<file path="src/rtl/pulse_burst_pkg.sv">
// Shared definitions for the pulse burst generator.
package pulse_burst_pkg;
    typedef enum logic [1:0] {PH_IDLE, PH_HIGH, PH_LOW} phase_t;
    // Shortest allowed length of a shortened final low phase.
    localparam int unsigned MIN_TAIL = 2;
endpackage

</file>
<file path="src/rtl/trig_edge.sv">
// Rising-edge detector for the trigger.
// Assumes trig is already synchronous to clk. A level held high yields one rise.
module trig_edge (
    input  logic clk,
    input  logic rst_n,
    input  logic trig,
    output logic rise
);
    logic trig_q;

    // Remember the trigger level from the previous clock edge.
    always_ff @(posedge clk) begin
        if (!rst_n) trig_q <= 1'b0;
        else        trig_q <= trig;
    end

    // High when the trigger is 1 now and was 0 one cycle earlier.
    assign rise = trig & ~trig_q;
endmodule

</file>
<file path="src/rtl/burst_seq.sv">
// Burst sequencer: counts pulses and the high/low cycles of each pulse.
// Assumes start is a one-cycle request. Config is captured only on an accepted start.
module burst_seq
    import pulse_burst_pkg::*;
#(
    parameter int unsigned PCNT_W = 16,
    parameter int unsigned TICK_W = 16
) (
    input  logic              clk,
    input  logic              rst_n,
    input  logic              start,
    input  logic [PCNT_W-1:0] cfg_pulses,
    input  logic [TICK_W-1:0] cfg_high,
    input  logic [TICK_W-1:0] cfg_low,
    input  logic              cfg_tail_en,
    input  logic [TICK_W-1:0] cfg_tail_len,
    output logic              pulse,
    output logic              busy,
    output logic              accept
);
    localparam logic [PCNT_W-1:0] P_ONE = PCNT_W'(1);
    localparam logic [TICK_W-1:0] T_ONE = TICK_W'(1);
    localparam logic [TICK_W-1:0] T_MIN = TICK_W'(MIN_TAIL);

    phase_t            phase_q;
    logic [PCNT_W-1:0] pc_q;
    logic [TICK_W-1:0] tc_q, hi_q, lo_q, tail_q;
    logic              trunc_q;
    logic [PCNT_W-1:0] n_eff;
    logic [TICK_W-1:0] h_eff, l_eff, tail_eff;

    // Clamp zero lengths and pick the length of the final low phase.
    always_comb begin
        n_eff    = (cfg_pulses == '0) ? P_ONE : cfg_pulses;
        h_eff    = (cfg_high   == '0) ? T_ONE : cfg_high;
        l_eff    = (cfg_low    == '0) ? T_ONE : cfg_low;
        tail_eff = cfg_tail_en ? ((cfg_tail_len < T_MIN) ? T_MIN : cfg_tail_len) : l_eff;
    end

    assign accept = start && (phase_q == PH_IDLE);
    assign pulse  = (phase_q == PH_HIGH);
    assign busy   = (phase_q != PH_IDLE);

    // Phase and counter sequencing for one burst.
    always_ff @(posedge clk) begin
        if (!rst_n) begin
            phase_q <= PH_IDLE;
            pc_q    <= '0;
            tc_q    <= '0;
            hi_q    <= '0;
            lo_q    <= '0;
            tail_q  <= '0;
            trunc_q <= 1'b0;
        end else begin
            case (phase_q)
                PH_IDLE: begin
                    if (accept) begin
                        phase_q <= PH_HIGH;
                        pc_q    <= n_eff - P_ONE;
                        tc_q    <= h_eff - T_ONE;
                        hi_q    <= h_eff;
                        lo_q    <= l_eff;
                        tail_q  <= tail_eff;
                        trunc_q <= cfg_tail_en;
                    end
                end
                PH_HIGH: begin
                    if (tc_q == '0) begin
                        phase_q <= PH_LOW;
                        tc_q    <= (pc_q == '0) ? (tail_q - T_ONE) : (lo_q - T_ONE);
                    end else begin
                        tc_q <= tc_q - T_ONE;
                    end
                end
                PH_LOW: begin
                    if (tc_q == '0) begin
                        if (pc_q == '0) begin
                            phase_q <= PH_IDLE;
                        end else begin
                            phase_q <= PH_HIGH;
                            pc_q    <= pc_q - P_ONE;
                            tc_q    <= hi_q - T_ONE;
                        end
                    end else begin
                        tc_q <= tc_q - T_ONE;
                    end
                end
                default: phase_q <= PH_IDLE;
            endcase
        end
    end

    AST_START_LATENCY: assert property (@(posedge clk) disable iff (!rst_n)
        accept |=> (pulse && busy)) else $error("start latency");

    AST_ENDS_LOW: assert property (@(posedge clk) disable iff (!rst_n)
        $fell(busy) |-> !$past(pulse)) else $error("burst ended in high phase");

    AST_TAIL_FLOOR: assert property (@(posedge clk) disable iff (!rst_n)
        (phase_q == PH_HIGH && tc_q == '0 && pc_q == '0 && trunc_q) |=> (tc_q != '0))
        else $error("tail shorter than floor");
endmodule

</file>
<file path="src/rtl/pulse_burst_gen.sv">
// Top level: retriggerable finite pulse burst generator with a missed-trigger flag.
// Assumes trig_in is synchronous to clk. One clock cycle is one timebase tick.
module pulse_burst_gen #(
    parameter int unsigned PCNT_W = 16,
    parameter int unsigned TICK_W = 16
) (
    input  logic              clk,
    input  logic              rst_n,
    input  logic              trig_in,
    input  logic [PCNT_W-1:0] cfg_pulses,
    input  logic [TICK_W-1:0] cfg_high,
    input  logic [TICK_W-1:0] cfg_low,
    input  logic              cfg_tail_en,
    input  logic [TICK_W-1:0] cfg_tail_len,
    input  logic              miss_clr,
    output logic              pulse_out,
    output logic              busy,
    output logic              missed
);
    logic rise, accept, miss_q;

    trig_edge u_edge (
        .clk   (clk),
        .rst_n (rst_n),
        .trig  (trig_in),
        .rise  (rise)
    );

    burst_seq #(.PCNT_W(PCNT_W), .TICK_W(TICK_W)) u_seq (
        .clk          (clk),
        .rst_n        (rst_n),
        .start        (rise),
        .cfg_pulses   (cfg_pulses),
        .cfg_high     (cfg_high),
        .cfg_low      (cfg_low),
        .cfg_tail_en  (cfg_tail_en),
        .cfg_tail_len (cfg_tail_len),
        .pulse        (pulse_out),
        .busy         (busy),
        .accept       (accept)
    );

    // Sticky missed-trigger flag; a new miss wins over a clear.
    always_ff @(posedge clk) begin
        if (!rst_n)             miss_q <= 1'b0;
        else if (rise && busy)  miss_q <= 1'b1;
        else if (miss_clr)      miss_q <= 1'b0;
    end

    assign missed = miss_q;

    AST_MISS_SET: assert property (@(posedge clk) disable iff (!rst_n)
        (rise && busy) |=> missed) else $error("miss not flagged");

    AST_MISS_STICKY: assert property (@(posedge clk) disable iff (!rst_n)
        (missed && !miss_clr) |=> missed) else $error("miss flag dropped");

    AST_MISS_CLEAR: assert property (@(posedge clk) disable iff (!rst_n)
        (miss_clr && !(rise && busy)) |=> !missed) else $error("miss flag not cleared");

    AST_BUSY_NO_START: assert property (@(posedge clk) disable iff (!rst_n)
        (rise && busy) |-> !accept) else $error("start while busy");
endmodule

</file>
<file path="config.mk">
export PLATFORM = sky130hd
export DESIGN_NAME = pulse_burst_gen
export DESIGN_NICKNAME = d
export VERILOG_FILES = /design/src/rtl/pulse_burst_pkg.sv /design/src/rtl/trig_edge.sv /design/src/rtl/burst_seq.sv /design/src/rtl/pulse_burst_gen.sv
export SDC_FILE = /design/constraint.sdc
export NUM_CORES = 1
export LEC_CHECK = 0
export BUFFER_PORTS_ARGS = -buffer_cell sky130_fd_sc_hd__clkbuf_2
export CORE_ASPECT_RATIO = 1.2
export CORE_MARGIN = 2
export CORE_UTILIZATION = 55
export CTS_BUF_LIST = sky130_fd_sc_hd__clkbuf_2 sky130_fd_sc_hd__clkbuf_4 sky130_fd_sc_hd__clkbuf_8
export DETAILED_ROUTE_END_ITERATION = 8
export PLACE_DENSITY_LB_ADDON = 0.3
export SLEW_MARGIN = 25
export SYNTH_ARGS = -nofsm -noshare
export SYNTH_HDL_FRONTEND = slang
export SYNTH_HIERARCHICAL = 1
export SYNTH_SLANG_ARGS = --single-unit
</file>
<file path="constraint.sdc">
create_clock -name clk -period 4.8 [get_ports clk]
set_clock_uncertainty 0.05 [all_clocks]
set_input_delay 1.44 -clock clk [delete_from_list [all_inputs] [get_ports clk]]
set_output_delay 1.44 -clock clk [all_outputs]
set_load 0.03 [all_outputs]
</file>
==> summary.txt <==
Yosys
  • Cells after Synth: between 800 and 900
  • Avg Inst Size Synth: 7.46 um2
  • Async set-reset flop share out of synthesis: 0
  • Yosys top cell area share: 0.279
  • Post-synth EDFFs: 0
  • Area leader, netlist: dfxtp_1
  • Synth Flop Type: dfxtp_1
  • Post-synth top cells: nand2_1, nor2_1, dfxtp_1
  • Yosys reg bits: 84
  • Top cells by area, synth: dfxtp_1, nand2_1, a21oi_1
  • Seq/Total Area, Yosys: 0.279
  • Synthesis Warnings: 6
  • Most numerous cell in the Yosys netlist: nand2_1
  • Cell area after synthesis: between 6000 and 7000 um2
  • Syn_nets: 886
  • Cell variety after synth: 76

Floorplanning
  • Core Box Area: around 11000 um2
  • Die Height: 119 um
  • Rows: 41
  • IO Count: 72
  • Starting density of the core: 0.567
  • Total die area: 11800 um2
  • Die Width: around 100 um

Final layout
  • Layout cells sized above 1: 0.138
  • Final #Nets: 930
  • Antenna cells: 0
  • Area Overhead vs Synth: 9.26%

Route
  • Vias per std cell: about 6.5
  • Routed via count: 6385
  • Final wirelength: approximately 18000 um
  • DRC violation count after routing: 0
  • Antenna Violating Nets Remaining: 0
  • Wirelength per Cell: 18.3 um
  • Pre-antenna DRT Iters: 6
  • Iter 0 DRT Violations: 598

CTS
  • Clock tree buffer depth: 2
  • Hold Buf Count CTS: 0
  • Worst skew pair latency: 360 ps
  • Clock transition at path regs: 90 ps
  • CTS tree: yes
  • Post-CTS resize count: 0
  • Post-CTS Setup Bufs: 0
  • Clock Sinks: 84
  • Root buffer cell: clkbuf_8
  • CTS buffer count: 9
  • H-tree Lvls: 3

Min path
  • HP Class: flop to flop

Power and ir drop
  • Max rail drop VDD: 0.231 mV
  • Pleak: between 2 and 2.5 nW
  • Pwr dens: 319 nW/um2

Place
  • Detail Placement HPWL: approximately 13000 um
  • Pre-CTS setup slack: 537 ps
  • Final Wtd Congestion: around 0.97
  • Port-buffer cells: 71

GRT
  • Gr usage total: 0.308
  • Largest net degree at the start of global routing: 71
  • First-pass GRT wire length: 29800 um
  • Initial antenna violation count: 0
  • Vias in the first global route: about 6000
  • Total grt overflow: 0

STA
  • Slew HR: 0.393
  • Fin. max-slew vios: 0
  • Fin crit period: 3970 ps
  • RSZ-0062 raised after global routing: no
  • Setup TNS: 0 ps
  • Achievable Freq: about 250 MHz
  • Final worst setup slack: 831 ps
  • Worst slew pin tran: between 900 and 1000 ps
  • Period utilization: 0.827
  • Hold Fails Final Rpt: 0
  • Final setup vio count: 0

Worst setup path
  • Crit Path Class: input port to flop
  • Critical Path End: u_seq/pc_q[12]
  • Worst setup startpoint: cfg_pulses[9]
  • R2R Path End: u_seq/tc_q[10]
  • R2R setup slack: 920 ps
  • Critical R2R Launch: u_seq/pc_q[1]
  • Worst r2r path cells: 11
  • Worst Path Required: about 5000 ps
  • Startpoint Class: input port
  • Worst-path fanout max: 7
  • Worst path arrival time: 4150 ps
  • Worst setup EP type: flop

Flow run
  • Max-Cap Viols: 0

Outcome
  • Status: complete, no violations
[routing by layer]
metal / up-vias / global-route usage / routed length [um]
met2: 282 / 0.513 / 8660
met5: - / 0 / 0
met4: 0 / 0.126 / 526
met3: 44 / 0.0396 / 1190
li1: 3055 / - / -
met1: 3004 / 0.400 / 7640
[sequential cells by signal, indices dropped and copies added, names as in the netlist]
signal and count:
u_edge/trig_q 1, missed 1, u_seq/lo_q 16, u_seq/pc_q 16, u_seq/phase_q 2, u_seq/hi_q 16
u_seq/tc_q 16, u_seq/tail_q 16
[worst max-delay path, stage by stage]
cell and delay, ps:
clkbuf_2 150, nor3_1 70, and4_1 230, o31ai_1 430, ha_1 320, o211ai_1 250, or4_4 630, or4_1 420
nand4b_1 100, o311ai_1 110
[cell families after synthesis]
logic type | synth area share
buffers and inverters | 0.0467
AOI/OAI and AO/OA | 0.229
adders and majority gates | 0.0187
xor gates and xnor gates | 0.0799
muxes | 0.0517
and+or+nand+nor | 0.295
DFF | 0.279
[area by class of cell]
class                      instances  area [um2]
fill                             993        4040
tap                              129         161
inverter                          15        57.6
multi-input combinational        664        4070
sequential                        84        1680
clock buffer                      11         151
timing repair buffer              78         408
clock inverter                     5        58.8
[placed cells by master, fill, tap and decap left out, types with 8 or more instances in the layout]
cell type | Yosys | final
nand4_1 | 9 | 9
nand3_1 | 24 | 24
a211oi_1 | 20 | 20
xnor2_1 | 31 | 31
nor4_1 | 29 | 29
mux2i_1 | 30 | 30
ha_1 | 9 | 8
o21a_1 | 8 | 8
a31oi_1 | 8 | 8
clkbuf_2 | 0 | 71
inv_1 | 13 | 13
nor3_1 | 27 | 27
or4_1 | 8 | 8
a21oi_1 | 80 | 80
nand2_1 | 117 | 117
clkbuf_8 | 3 | 11
nor2_1 | 85 | 85
o21ai_0 | 37 | 37
dfxtp_1 | 84 | 84
xor2_1 | 24 | 24
[worst min path at each step]
stage	startpoint	end	slack (ps)	cells after the start
2_1_floorplan	u_seq/hi_q[15]	u_seq/hi_q[15]	400	2
3_3_place_gp	missed	missed	410	2
3_5_place_dp	u_seq/pc_q[15]	u_seq/pc_q[15]	430	2
4_1_cts	u_seq/lo_q[11]	u_seq/lo_q[11]	440	2
5_1_grt	u_seq/lo_q[11]	u_seq/lo_q[11]	470	2
6_report	u_seq/hi_q[10]	u_seq/hi_q[10]	440	2
[where the power goes]
| part | total (mW) | switching [mW] | leakage, nW | internal [mW] |
|---|---|---|---|---|
| clock network | 0.535 | 0.266 | 0.102 | 0.270 |
| logic | 0.722 | 0.444 | 1.65 | 0.278 |
| registers | 0.846 | 0.0874 | 0.691 | 0.759 |
| total | 2.10 | 0.797 | 2.45 | 1.31 |
[metrics by stage]
step	hold slack, ps	instances	power, mW	util	instance area (um2)
floorplan	399	808	1.36	-	6030
global placement	412	970	1.55	0.600	6370
detailed placement	426	970	1.56	0.600	6370
CTS	437	986	2.10	0.620	6580
global route	468	986	2.22	0.620	6580
finish	437	986	2.10	0.620	6580
Note: power is estimated with default switching activity, not from simulation.
